### src/rtl/blk_prot_pkg.sv
package blk_prot_pkg;
  typedef enum logic [1:0] {
    OP_PROTECT   = 2'b00,
    OP_UNPROTECT = 2'b01,
    OP_LOCK      = 2'b10,
    OP_NOP       = 2'b11
  } prot_op_e;

  localparam int unsigned STATUS_W = 16;

  function automatic logic [STATUS_W-1:0] status_code(input logic prot, input logic lock);
    return {{(STATUS_W-2){1'b0}}, lock, prot};
  endfunction
endpackage

### src/rtl/blk_addr_map.sv
module blk_addr_map #(
  parameter int unsigned ADDR_W   = 20,
  parameter bit          TOP_BOOT = 1'b0,
  parameter int unsigned PAR_W    = 12,
  parameter int unsigned MAIN_W   = 15,
  parameter int unsigned N_PAR    = 8,
  parameter int unsigned N_MAIN   = 31,
  parameter int unsigned N_MAIN_A = 7,
  parameter int unsigned IDX_W    = 6
) (
  input  logic [ADDR_W-1:0] addr_i,
  output logic [IDX_W-1:0]  idx_o,
  output logic              bank_b_o
);
  localparam logic [ADDR_W-1:0] PAR_SPAN  = ADDR_W'(N_PAR << PAR_W);
  localparam logic [ADDR_W-1:0] MAIN_SPAN = ADDR_W'(N_MAIN << MAIN_W);
  localparam logic [IDX_W-1:0]  PAR_IN_MAIN = IDX_W'((N_PAR << PAR_W) >> MAIN_W);
  localparam logic [IDX_W-1:0]  BOT_B_FIRST = IDX_W'(N_PAR + N_MAIN_A);
  localparam logic [IDX_W-1:0]  TOP_A_FIRST = IDX_W'(N_MAIN - N_MAIN_A);

  if (TOP_BOOT) begin : g_top
    logic [ADDR_W-1:0] par_off;
    always_comb begin
      par_off = addr_i - MAIN_SPAN;
      if (addr_i < MAIN_SPAN) idx_o = IDX_W'(addr_i >> MAIN_W);
      else                    idx_o = IDX_W'(N_MAIN) + IDX_W'(par_off >> PAR_W);
      bank_b_o = (idx_o < TOP_A_FIRST);
    end
  end else begin : g_bottom
    always_comb begin
      if (addr_i < PAR_SPAN) idx_o = IDX_W'(addr_i >> PAR_W);
      else                   idx_o = IDX_W'(N_PAR) + IDX_W'(addr_i >> MAIN_W) - PAR_IN_MAIN;
      bank_b_o = (idx_o >= BOT_B_FIRST);
    end
  end
endmodule

### src/rtl/blk_state_array.sv
module blk_state_array
  import blk_prot_pkg::*;
#(
  parameter int unsigned N_BLK = 39,
  parameter int unsigned IDX_W = 6
) (
  input  logic             clk_i,
  input  logic             rst_ni,
  input  logic             wr_en_i,
  input  logic [1:0]       op_i,
  input  logic [IDX_W-1:0] idx_i,
  input  logic             wp_n_i,
  output logic [N_BLK-1:0] prot_o,
  output logic [N_BLK-1:0] lock_o
);
  prot_op_e op;
  assign op = prot_op_e'(op_i);

  for (genvar g = 0; g < N_BLK; g++) begin : g_blk
    logic sel, frozen;
    assign sel    = wr_en_i && (idx_i == IDX_W'(g));
    assign frozen = lock_o[g] && !wp_n_i;

    always_ff @(posedge clk_i or negedge rst_ni) begin
      if (!rst_ni) begin
        prot_o[g] <= 1'b1;
        lock_o[g] <= 1'b0;
      end else if (sel) begin
        unique case (op)
          OP_PROTECT:   if (!frozen) prot_o[g] <= 1'b1;
          OP_UNPROTECT: if (!frozen) prot_o[g] <= 1'b0;
          OP_LOCK:      lock_o[g] <= 1'b1;
          default:      ;
        endcase
      end
    end
  end
endmodule

### src/rtl/blk_check_stage.sv
module blk_check_stage #(
  parameter int unsigned N_BLK = 39,
  parameter int unsigned IDX_W = 6
) (
  input  logic             clk_i,
  input  logic             rst_ni,
  input  logic             valid_i,
  input  logic [IDX_W-1:0] idx_i,
  input  logic             bank_b_i,
  input  logic [N_BLK-1:0] prot_i,
  output logic             done_o,
  output logic             allow_o,
  output logic             err_o,
  output logic             bank_o
);
  logic hit_prot;
  assign hit_prot = prot_i[idx_i];

  always_ff @(posedge clk_i or negedge rst_ni) begin
    if (!rst_ni) begin
      done_o  <= 1'b0;
      allow_o <= 1'b0;
      err_o   <= 1'b0;
      bank_o  <= 1'b0;
    end else begin
      done_o  <= valid_i;
      allow_o <= valid_i && !hit_prot;
      err_o   <= valid_i && hit_prot;
      bank_o  <= valid_i && bank_b_i;
    end
  end
endmodule

### src/rtl/blk_prot_mgr.sv
module blk_prot_mgr
  import blk_prot_pkg::*;
#(
  parameter int unsigned ADDR_W   = 20,
  parameter bit          TOP_BOOT = 1'b0,
  parameter int unsigned PAR_W    = 12,
  parameter int unsigned MAIN_W   = 15,
  parameter int unsigned N_PAR    = 8,
  parameter int unsigned N_MAIN   = 31,
  parameter int unsigned N_MAIN_A = 7
) (
  input  logic              clk_i,
  input  logic              rst_ni,
  input  logic              wp_n_i,
  input  logic              cmd_valid_i,
  input  logic [1:0]        cmd_op_i,
  input  logic [ADDR_W-1:0] cmd_addr_i,
  input  logic              chk_valid_i,
  input  logic [ADDR_W-1:0] chk_addr_i,
  output logic              chk_done_o,
  output logic              chk_allow_o,
  output logic              chk_err_o,
  output logic              chk_bank_o,
  input  logic [ADDR_W-1:0] rd_addr_i,
  output logic [15:0]       rd_status_o
);
  localparam int unsigned N_BLK = N_PAR + N_MAIN;
  localparam int unsigned IDX_W = $clog2(N_BLK);
  localparam int unsigned N_PORT = 3;  // 0 command, 1 check, 2 read

  logic [N_PORT-1:0][ADDR_W-1:0] port_addr;
  logic [N_PORT-1:0][IDX_W-1:0]  port_idx;
  logic [N_PORT-1:0]             port_bank;
  logic [N_BLK-1:0]              prot_q, lock_q;

  assign port_addr[0] = cmd_addr_i;
  assign port_addr[1] = chk_addr_i;
  assign port_addr[2] = rd_addr_i;

  for (genvar p = 0; p < N_PORT; p++) begin : g_map
    blk_addr_map #(
      .ADDR_W(ADDR_W), .TOP_BOOT(TOP_BOOT), .PAR_W(PAR_W), .MAIN_W(MAIN_W),
      .N_PAR(N_PAR), .N_MAIN(N_MAIN), .N_MAIN_A(N_MAIN_A), .IDX_W(IDX_W)
    ) u_map (
      .addr_i  (port_addr[p]),
      .idx_o   (port_idx[p]),
      .bank_b_o(port_bank[p])
    );
  end

  blk_state_array #(.N_BLK(N_BLK), .IDX_W(IDX_W)) u_state (
    .clk_i  (clk_i),
    .rst_ni (rst_ni),
    .wr_en_i(cmd_valid_i),
    .op_i   (cmd_op_i),
    .idx_i  (port_idx[0]),
    .wp_n_i (wp_n_i),
    .prot_o (prot_q),
    .lock_o (lock_q)
  );

  blk_check_stage #(.N_BLK(N_BLK), .IDX_W(IDX_W)) u_chk_stage (
    .clk_i   (clk_i),
    .rst_ni  (rst_ni),
    .valid_i (chk_valid_i),
    .idx_i   (port_idx[1]),
    .bank_b_i(port_bank[1]),
    .prot_i  (prot_q),
    .done_o  (chk_done_o),
    .allow_o (chk_allow_o),
    .err_o   (chk_err_o),
    .bank_o  (chk_bank_o)
  );

  assign rd_status_o = status_code(prot_q[port_idx[2]], lock_q[port_idx[2]]);

  logic unused_rd_bank;
  assign unused_rd_bank = port_bank[0] ^ port_bank[2];
endmodule

### config.mk
export PLATFORM = sky130hd
export DESIGN_NAME = blk_prot_mgr
export DESIGN_NICKNAME = d
export VERILOG_FILES = /design/src/rtl/blk_prot_pkg.sv /design/src/rtl/blk_addr_map.sv /design/src/rtl/blk_state_array.sv /design/src/rtl/blk_check_stage.sv /design/src/rtl/blk_prot_mgr.sv
export SDC_FILE = /design/constraint.sdc
export NUM_CORES = 1
export LEC_CHECK = 0
export BUFFER_PORTS_ARGS = -buffer_cell sky130_fd_sc_hd__buf_2
export CORE_MARGIN = 4
export CORE_UTILIZATION = 60
export CTS_BUF_LIST = sky130_fd_sc_hd__clkbuf_4
export DETAILED_ROUTE_END_ITERATION = 7
export GPL_TIMING_DRIVEN = 0
export PLACE_DENSITY = 0.83
export SLEW_MARGIN = 20
export SYNTH_ARGS = -nofsm -noshare
export SYNTH_HDL_FRONTEND = slang
export SYNTH_SLANG_ARGS = --single-unit
### constraint.sdc
create_clock -name clk_i -period 4.2 [get_ports clk_i]
set_clock_uncertainty 0.15 [all_clocks]
set_input_delay 0.21 -clock clk_i [delete_from_list [all_inputs] [get_ports clk_i]]
set_output_delay 0.21 -clock clk_i [all_outputs]
set_load 0.03 [all_outputs]
==> impl_metrics.yaml <==
layout:
  final_common_cell: "mux2i_1"
  finalInstanceArea_um2: 6061
  nNetsFinal: 722
  mostFrequentLayoutCells: "64 x mux2i_1, 46 x nand2b_1, 43 x inv_1, 43 x dfrtp_1"
  area_delta_synth_final_pct: 9.173
  antennaDiodeCount: 0
  fin_util: 0.6850
  drive_gt1_frac: 0.2131
  n_fill_cell: 754
timing:
  period_needed_ps: 3466
  fmax_mhz: 288.6
  tightest_slew_ps: 998.7
  slew_viol_final: 0
  setup_tns_ps: 0
  rsz0062_at_grt: "false"
  setup_viol: 0
  relSlewSlack: 0.3294
  final.period_utilization: 0.8251
  hold_viol: 0
  hold_slack_ps: 24.13
critical_path:
  slowest_delay_ps: 690
  worst_r2r_endpoint: "u_chk_stage.err_o"
  required_ps: 3840
  path_max_fanout: 10
  ff2ff_path_depth: 7
  crit_path_start_kind: "primary input"
  worstPathArrival_ps: 3110
  cp_slowest_cell: "a31oi_2"
  cp-end-kind: "primary output"
  worstReg2RegStart: "u_state.prot_o[31]"
  path_cells: "buf_2, or3_1, buf_6, or2_1, buf_6, a31oi_2, buf_2, nand3_1, o211ai_1, o211ai_1, o211ai_1, buf_2"
  reg2reg_slack_ps: 2190
  crit_type: "in2out"
worst_hold_path:
  hold_class: "in2async"
clock_tree:
  root_buffer: "clkbuf_4"
  clock_latency_ps: 440
  cts_tree: "built"
  cts_buffers: 9
  cts_buffer_depth: 2
  htree_num_levels: 3
  cts_sinks: 82
  clk_pin_slew_ps: 140
floorplan:
  die_h_um: 104.2
  rows: 34
  core_um2: 8848
  dieArea_um2: 10860
  initial_core_util: 0.6274
  io_pins: 87
  die_w_um: 104.2
global_routing:
  grt_use_met2: 0.4373
  grt_pass1_vias: 4689
  grt_pass1_wl_mm: 24.09
  met3_usage: 0.04469
  met1_usage: 0.3746
  grt_max_degree: 62
  antenna_found_initial: 0
  grt_use_total: 0.2796
  busiest_layer: "met2"
  overflow: 0
route:
  wl_per_cell_um: 19.15
  wirelength_mm: 14.65
  first_iter_violations: 396
  drcViolationCount: 0
  ant_nets: 0
  vias: 4770
  viasPerCell: 6.235
  dr.pass1.iters: 5
synth:
  synthArstFlopShare: 1.000
  synth_top_area_share: 0.1938
  synth_cell_types: 59
  yosys_most_used_dff: "dfrtp_1"
  ys_ff_latch: 82
  synth_area_um2: 5552
  synth_edf_count: 0
  yosys_warnings: 0
  synth.top_cells.by_area: "dfrtp_1 19%, dfstp_2 18%, mux2i_1 12%, nand2b_1 5.2%, mux4_2 4.5%"
  syn_inst: 594
  ys_seq_area_frac: 0.3784
  yosys.area.top_type: "dfrtp_1"
  avgSynthCellArea_um2: 9.346
placement:
  dpl_cell_area_um2: 5921
  numPortBuffers: 31
  hpwl_mm: 11.29
  gp_congestion: 0.9634
pwr:
  irDropWorstVdd_mv: 0.2106
  power_density_nw_per_um2: 332.5
  leakagePower_nw: 3.104
  p_total_w: 0.002015
job:
  maxCapViolations: 0
outcome:
  outcome: "complete, no violations"
[registers in the layout, indices dropped and copies added (netlist names)]
register             flops
u_state.lock_o          39
u_state.prot_o          39
u_chk_stage.allow_o      1
u_chk_stage.bank_o       1
u_chk_stage.done_o       1
u_chk_stage.err_o        1
[metal layers]
| layer | vias to the layer above | share of wire |
|---|---|---|
| met5 | - | 0 |
| met4 | 0 | 0.044 |
| met3 | 45 | 0.069 |
| met2 | 219 | 0.46 |
| met1 | 2309 | 0.43 |
| li1 | 2197 | - |
[per-stage QoR]
stage / setup slack, ps / std cells
finish: 734.5 / 765
global route: 623.5 / 765
CTS: 806.4 / 765
detailed placement: 811.4 / 747
global placement: 867.9 / 746
floorplan: 1432 / 607
[how the worst max path moves through the flow]
stage                        from             end  slack, ps  cells past startpoint
CTS                 rd_addr_i[16]  rd_status_o[0]        810                     12
global placement    rd_addr_i[16]  rd_status_o[0]        870                     11
finish              rd_addr_i[16]  rd_status_o[0]        730                     12
detailed placement  rd_addr_i[16]  rd_status_o[0]        810                     12
floorplan           rd_addr_i[16]  rd_status_o[0]       1430                     10
global route        rd_addr_i[16]  rd_status_o[0]        620                     12
[repair_timing]
item	CTS	global route
gates resized for setup	0	0
buffers inserted	0	0
hold buffers	2	0
endpoints found under the hold margin	62	0
[synth_stat cells, drive strengths merged (3+ instances only)]
library cell / instances
inv: 43
mux4: 11
clkbuf: 25
o31ai: 11
or2: 6
a21oi: 10
a21o: 31
nand2: 36
o2111ai: 5
o41ai: 4
o211ai: 10
xnor2: 4
dfrtp: 43
nor3: 10
a211oi: 8
or3: 10
mux2i: 64
buf: 24
ha: 3
nand2b: 46
nand3: 39
o21bai: 5
nor2: 34
xor2: 3
o21ai: 25
o21a: 3
dfstp: 39
mux2: 8
a22oi: 4
a31oi: 4
nor2b: 6
[layout make-up]
type                       instances  area, um2  area share
inverter                          43      161.4     0.02663
multi-input combinational        433       3069      0.5064
buffer                            49      269.0     0.04438
clock inverter                     7      52.55    0.008671
clock buffer                       9      67.56     0.01115
sequential                        82       2101      0.3466
timing repair buffer              34      205.2     0.03386
tap                              108      135.1     0.02230
[power breakdown]
| part | switching [W] | leakage [nW] | internal [W] |
|---|---|---|---|
| sequential | 0.000104 | 0.963 | 0.000941 |
| combinational | 0.000308 | 2.08 | 0.000240 |
| clock | 0.000296 | 0.0649 | 0.000126 |
| total | 0.000708 | 3.10 | 0.00131 |
[kinds of logic (layout without fill, tap and decap cells)]
logic type | after synthesis | in the layout | share of synthesized area
AND/OR/NAND/NOR | 199 | 199 | 0.1859
adder cells (fa/ha/maj) | 3 | 3 | 0.006762
flip-flops | 82 | 82 | 0.3784
buffers and inverters | 92 | 142 | 0.07753
other | 1 | 14 | 0.0006755
AO/OA/AOI/OAI | 127 | 127 | 0.1634
XOR/XNOR | 7 | 7 | 0.01104
multiplexers | 83 | 83 | 0.1762
[critical path: cells and delay by family]
family	cells	cell delay (ps)
AO/OA/AOI/OAI	4	1160
buffers and inverters	5	990
AND/OR/NAND/NOR	3	730
Power figures use the tool's default switching activity.
